**src/rtl/lkon_pkg.sv**
```systemverilog
package lkon_pkg;

    typedef enum logic {
        STRAP_BILINGUAL = 1'b0,
        STRAP_LEGACY    = 1'b1
    } strap_mode_e;

    typedef struct packed {
        logic port_evt;
        logic cfg_tmo;
        logic cbl_pwr;
        logic state_tmo;
        logic resume_en;
    } irq_bits_t;

    function automatic logic irq_qualifies(irq_bits_t b);
        return b.port_evt | (b.resume_en & (b.cfg_tmo | b.cbl_pwr | b.state_tmo));
    endfunction

endpackage

```
**src/rtl/lkon_strap.sv**
```systemverilog
module lkon_strap
    import lkon_pkg::*;
(
    input  logic        clk,
    input  logic        rst_n,
    input  logic        pad_in,
    output strap_mode_e strap_mode,
    output logic        pad_oe
);

    strap_mode_e strap_d, strap_q;

    always_comb begin
        strap_d = strap_q;
        if (!rst_n) strap_d = strap_mode_e'(pad_in);
    end

    always_ff @(posedge clk) begin
        strap_q <= strap_d;
    end

    assign strap_mode = strap_q;
    assign pad_oe     = rst_n;

    assert_strap_hold_R2: assert property (@(posedge clk) disable iff (!rst_n)
        $past(rst_n) |-> $stable(strap_q))
        else $error("strap changed after reset");

endmodule

```
**src/rtl/lkon_src.sv**
```systemverilog
module lkon_src
    import lkon_pkg::*;
#(
    parameter int PC_TIMEOUT     = 40,
    parameter int CLASS_W        = 3,
    parameter int MAX_WAKE_CLASS = 4
) (
    input  logic               clk,
    input  logic               rst_n,
    input  logic               link_idle,
    input  logic               pkt_pulse,
    input  logic               bus_rst,
    input  irq_bits_t          irq,
    input  logic               pc_evt,
    input  logic [CLASS_W-1:0] pc_class,
    output logic               irq_wake,
    output logic               wake_req
);

    localparam int CW = (PC_TIMEOUT > 1) ? $clog2(PC_TIMEOUT) : 1;
    localparam logic [CW-1:0] LAST = CW'(PC_TIMEOUT - 1);

    typedef struct packed {
        logic          pkt;
        logic          pc;
        logic [CW-1:0] cnt;
    } src_state_t;

    src_state_t s_d, s_q;
    logic       class_ok;

    always_comb begin
        irq_wake = irq_qualifies(irq);
        class_ok = (pc_class <= CLASS_W'(MAX_WAKE_CLASS));
        s_d      = s_q;
        if (!link_idle) begin
            s_d.pkt = 1'b0;
            s_d.pc  = 1'b0;
            s_d.cnt = '0;
        end else begin
            if (bus_rst)   s_d.pkt = 1'b0;
            if (pkt_pulse) s_d.pkt = 1'b1;
            if (s_q.pc) begin
                if (s_q.cnt == LAST) begin
                    s_d.pc  = 1'b0;
                    s_d.cnt = '0;
                end else begin
                    s_d.cnt = s_q.cnt + 1'b1;
                end
            end
            if (pc_evt && class_ok) begin
                s_d.pc  = 1'b1;
                s_d.cnt = '0;
            end
        end
        wake_req = link_idle & (s_d.pkt | s_d.pc | irq_wake);
    end

    always_ff @(posedge clk or negedge rst_n) begin
        if (!rst_n) s_q <= '0;
        else        s_q <= s_d;
    end

    assert_busrst_clears_pkt_R6: assert property (@(posedge clk) disable iff (!rst_n)
        (bus_rst && !pkt_pulse) |=> !s_q.pkt)
        else $error("packet wake survived bus reset");

    assert_pkt_latched_R4: assert property (@(posedge clk) disable iff (!rst_n)
        (pkt_pulse && link_idle) |=> s_q.pkt)
        else $error("packet wake not latched");

    assert_timer_bound_R9: assert property (@(posedge clk) disable iff (!rst_n)
        s_q.cnt <= LAST)
        else $error("power-cycle counter out of range");

endmodule

```
**src/rtl/lkon_wave.sv**
```systemverilog
module lkon_wave #(
    parameter int WAVE_PERIOD = 8
) (
    input  logic clk,
    input  logic rst_n,
    input  logic req,
    output logic active,
    output logic level
);

    localparam int PW   = (WAVE_PERIOD > 2) ? $clog2(WAVE_PERIOD) : 1;
    localparam int HALF = WAVE_PERIOD / 2;
    localparam logic [PW-1:0] PH_LAST = PW'(WAVE_PERIOD - 1);

    typedef struct packed {
        logic          act;
        logic [PW-1:0] ph;
    } wave_state_t;

    wave_state_t w_d, w_q;

    always_comb begin
        w_d.act = req;
        if (req && w_q.act) begin
            w_d.ph = (w_q.ph == PH_LAST) ? '0 : w_q.ph + 1'b1;
        end else begin
            w_d.ph = '0;
        end
    end

    always_ff @(posedge clk or negedge rst_n) begin
        if (!rst_n) w_q <= '0;
        else        w_q <= w_d;
    end

    assign active = w_q.act;
    assign level  = w_q.act & (w_q.ph < PW'(HALF));

    assert_phase_restart_R5: assert property (@(posedge clk) disable iff (!rst_n)
        (w_q.act && !$past(w_q.act)) |-> (w_q.ph == '0))
        else $error("activation did not start at phase zero");

endmodule

```
**src/rtl/lkon_wake_gen.sv**
```systemverilog
module lkon_wake_gen
    import lkon_pkg::*;
#(
    parameter int PC_TIMEOUT     = 40,
    parameter int WAVE_PERIOD    = 8,
    parameter int CLASS_W        = 3,
    parameter int MAX_WAKE_CLASS = 4
) (
    input  logic               clk,
    input  logic               hw_rst_n,
    input  logic               link_pwr_on,
    input  logic               link_ctrl_bit,
    input  logic               pkt_wake_pulse,
    input  logic               bus_reset_pulse,
    input  logic               irq_port_evt,
    input  logic               irq_cfg_tmo,
    input  logic               irq_cbl_pwr,
    input  logic               irq_state_tmo,
    input  logic               irq_resume_en,
    input  logic               pwr_cycle_evt,
    input  logic [CLASS_W-1:0] pwr_class,
    input  logic               pad_in,
    output logic               wake_out,
    output logic               wake_oe,
    output logic               strap_legacy
);

    logic        link_idle;
    logic        irq_wake;
    logic        wake_req;
    logic        wave_act;
    irq_bits_t   irq;
    strap_mode_e strap_mode;

    assign link_idle = !(link_pwr_on && link_ctrl_bit);
    assign irq = '{port_evt:  irq_port_evt,
                   cfg_tmo:   irq_cfg_tmo,
                   cbl_pwr:   irq_cbl_pwr,
                   state_tmo: irq_state_tmo,
                   resume_en: irq_resume_en};

    lkon_src #(
        .PC_TIMEOUT    (PC_TIMEOUT),
        .CLASS_W       (CLASS_W),
        .MAX_WAKE_CLASS(MAX_WAKE_CLASS)
    ) u_src (
        .clk      (clk),
        .rst_n    (hw_rst_n),
        .link_idle(link_idle),
        .pkt_pulse(pkt_wake_pulse),
        .bus_rst  (bus_reset_pulse),
        .irq      (irq),
        .pc_evt   (pwr_cycle_evt),
        .pc_class (pwr_class),
        .irq_wake (irq_wake),
        .wake_req (wake_req)
    );

    lkon_wave #(
        .WAVE_PERIOD(WAVE_PERIOD)
    ) u_wave (
        .clk   (clk),
        .rst_n (hw_rst_n),
        .req   (wake_req),
        .active(wave_act),
        .level (wake_out)
    );

    lkon_strap u_strap (
        .clk       (clk),
        .rst_n     (hw_rst_n),
        .pad_in    (pad_in),
        .strap_mode(strap_mode),
        .pad_oe    (wake_oe)
    );

    assign strap_legacy = (strap_mode == STRAP_LEGACY);

    always_comb begin
        if (!hw_rst_n) begin
            assert_quiet_in_reset_R1: assert (!wake_out)
                else $error("wake output active in reset");
        end
    end

    assert_busy_link_blocks_R3: assert property (@(posedge clk) disable iff (!hw_rst_n)
        $past(!link_idle) |-> !wave_act)
        else $error("wake active after busy link sampled");

    assert_pending_irq_wakes_R8: assert property (@(posedge clk) disable iff (!hw_rst_n)
        (link_idle && irq_wake) |=> wave_act)
        else $error("pending interrupt did not activate wake");

endmodule

```
**config.mk**
```make
export PLATFORM = sky130hd
export DESIGN_NAME = lkon_wake_gen
export DESIGN_NICKNAME = d
export VERILOG_FILES = /design/src/rtl/lkon_pkg.sv /design/src/rtl/lkon_strap.sv /design/src/rtl/lkon_src.sv /design/src/rtl/lkon_wave.sv /design/src/rtl/lkon_wake_gen.sv
export SDC_FILE = /design/constraint.sdc
export NUM_CORES = 1
export LEC_CHECK = 0
export ABC_AREA = 1
export BUFFER_PORTS_ARGS = -buffer_cell sky130_fd_sc_hd__buf_2
export CAP_MARGIN = 20
export CORE_AREA = 10 10 47 49
export DETAILED_ROUTE_END_ITERATION = 8
export DIE_AREA = 0 0 57 59
export PLACE_DENSITY = 0.79
export RECOVER_POWER = 100
export SYNTH_ARGS = -nofsm -noshare
export SYNTH_HDL_FRONTEND = slang
export SYNTH_SLANG_ARGS = --single-unit
```
**constraint.sdc**
```tcl
create_clock -name clk -period 2.3 [get_ports clk]
set_input_delay 0.46 -clock clk [delete_from_list [all_inputs] [get_ports clk]]
set_output_delay 0.46 -clock clk [all_outputs]
set_load 0.03 [all_outputs]
```
==> out/qor.yml <==
critical_path:
  reg2reg_slack_ns: 0.81
  rr_endpoint: "u_src.s_q[3]"
  startpoint_type: "input pin"
  worst_r2r_path_depth: 8
  worst_setup_path_end_kind: "primary output"
  worstPathArrival_ns: 1.09
  reg2reg_from: "u_src.s_q[0]"
  crit_type: "in -> out"
  path_max_fanout: 14
  worst_setup_path_startpoint: "hw_rst_n"
  critPathTopFamily: "buffers and inverters"
  delay_of_the_slowest_cell_on_the_worst_path_ns: 0.36
  cp.buffers_inverters: 2
  cp_slowest_cell: "clkbuf_1"
  critPathRequiredTime_ns: 1.84
  path_cells: "buf_2 -> clkbuf_1"
yosys:
  syn_avg_cell_area_um2: 8.79
  synthTopCellsByArea: "dfrtp_1 (44%), inv_1 (7.1%), nand2_1 (6.6%)"
  synth.ff_latch_count: 13
  synth_cell_types: 22
  yosys.area_share.simple_pct: 25.2
  synth-compound-area-share_pct: 9.12
  ys_async_sr_fraction_pct: 92.3
  synth-xor-area-share_pct: 3.83
  synth.top_cells.by_count: "inv_1 (13), dfrtp_1 (12), nand2_1 (12), nor2_1 (10), nand3_1 (5)"
  yosysMostFrequentCell: "inv_1"
  post_synth_mux_area_share_pct: 0
  dominantRegCellSynth: "dfrtp_1"
  synth_sequential_area_ratio_pct: 48.2
  yosysTopAreaCell: "dfrtp_1"
  adder_cell_fraction_of_synth_area_pct: 5.47
  synth_top_area_share_pct: 43.8
  synth_top_family_by_area: "simple AND/OR/NAND/NOR gates"
  number_of_synthesized_flops_with_an_enable_pin: 1
  synth.net_count: 97
  mappedNetlistArea_um2: 686
  synthesis.yosys.warnings: 0
  synthesis.instances: 78
drt:
  antenna_left: 0
  drt_iter0_markers: 5
  firstDrtPassIters: 4
  post_drt_via_cell_ratio: 4.73
  drc_errors: 0
  routed-via-count: 544
  detail_route.wl_per_cell_um: 11.0
  drt_wl_total_mm: 1.26
final_layout:
  drive_above_1_share_pct: 22.2
  num_antenna_cells: 0
  layout-area-overhead-vs-synth_pct: 14.4
  fillerInstances: 144
  final_non_filler_cell_area_um2: 785
  num-nets-final: 119
sta:
  finalClockSkew_ns: 0.000629
  report.final.hold_viol_count: 0
  final_min_period_over_clock_period_pct: 67.4
  fmaxAchievable_mhz: 645
  relSlewSlack_pct: 75.0
  grt_setup_unrepaired: "false"
  setup_viol_count_final: 0
  finalHoldWorstSlack_ns: 0.0560
  setup_tns_ns: 0
  final-max-slew-violation-count: 0
  fin_crit_ns: 1.55
  worst_slew_pin_slew_ns: 0.376
global_route:
  global_route.usage.met3_pct: 4.29
  globalRouteOverflowTotal: 0
  antenna_violations_before_repair: 0
  busiest_layer: "met2"
  pin_count_of_the_biggest_net_entering_global_routing: 15
  grt_util_all_layers_pct: 7.94
  grt_pass1_vias: 558
  grt_use_met2_pct: 13.2
  grt_first_pass_wirelength_mm: 2.20
  gr-usage-met1_pct: 8.30
cts:
  tritoncts_clock_tree: "done"
  numCtsBuffers: 3
  ctsRootBufferMaster: "clkbuf_4"
  clock_latency_ns: 0.28
  cts_htree_levels: 1
  number_of_post_cts_setup_repair_buffers: 0
  post_cts.resized_instances: 0
  clk_pin_slew_worst_paths_ns: 0.08
  clock_tree.buffer_depth: 2
  cts.sinks: 13
  ctsHoldBuffers: 0
placed_design:
  routability_congestion: 0.687
  detailedPlacementHpwl_mm: 1.06
  port-buffer-count: 18
  post_dp_cell_area_um2: 788
worst_hold_path:
  worst_hold_path_type: "in -> async"
pwr:
  p_leak_nw: 0.427
  power_density_nw_per_um2: 632
  vdd_ir_drop_max_uv: 381
  report.power.total_mw: 0.496
die:
  num_rows: 14
  chip_height_um: 59
  core_area_um2: 1400
  die-area_um2: 3360
  initial_utilization_pct: 48.9
  horizontal_die_dimension_um: 57
  io_pins: 19
job:
  maxCapViolations: 0
run_status:
  status: "finished clean"
-- cell type report --
class                   instances  area, µm²  area share [%]
flip-flops and latches         13        330            42.1
multi-input cells              51        273            34.8
well taps                      16       20.0            2.55
clock buffers                   4       26.3            3.35
repair buffers                 18       86.3            11.0
inverters                      13       48.8            6.22
-- registers in the layout, indices dropped and copies added, names as in the netlist --
name / count
u_strap.strap_mode: 1
u_src.s_q: 8
u_wave.w_q: 3
u_wave.active: 1
-- placed cells by master, fill, tap and decap left out, drive strengths merged --
cell,netlist,final
dfrtp,12,12
or2,1,1
o21ai,4,4
a21oi,5,5
a31oi,1,1
edfxtp,1,1
clkbuf,0,7
nand3,6,6
xor2,3,3
nand3b,1,1
inv,13,13
nor2,12,12
nand2,15,15
buf,1,15
ha,3,3
-- stage by stage --
step / worst slack [ns] / utilization [%] / instances
2_1_floorplan: 1.06 / - / 78
3_5_place_dp: 0.816 / 56.3 / 111
6_report: 0.750 / 56.0 / 115
3_3_place_gp: 0.830 / 56.3 / 111
4_1_cts: 0.815 / 58.1 / 115
5_1_grt: 0.655 / 56.0 / 115
-- per-layer routing --
metal,routed length [µm],part of all wire [%]
met1,552,44
met2,587,47
met3,100,7.9
met4,21,1.7
met5,0,0
-- worst max path at each step --
stage,end,slack [ns],cells after the start
5_1_grt,u_src.s_q[3],0.65,8
4_1_cts,wake_oe,0.82,2
2_1_floorplan,wake_out,1.06,1
6_report,wake_oe,0.75,2
3_3_place_gp,wake_oe,0.83,2
3_5_place_dp,wake_oe,0.82,2
-- logic make-up after synthesis --
logic type               after synthesis
AND/OR/NAND/NOR                       35
buffers and inverters                 14
flip-flops                            13
AO/OA/AOI/OAI                         10
XOR/XNOR                               3
adder cells (fa/ha/maj)                3
-- power breakdown --
group	internal [mW]	total [mW]	switching (mW)
sequential	0.253	0.266	0.0131
clock	0.0673	0.141	0.0741
combinational	0.0344	0.0883	0.0539
total	0.354	0.496	0.141
(Power assumes the default switching activity.)
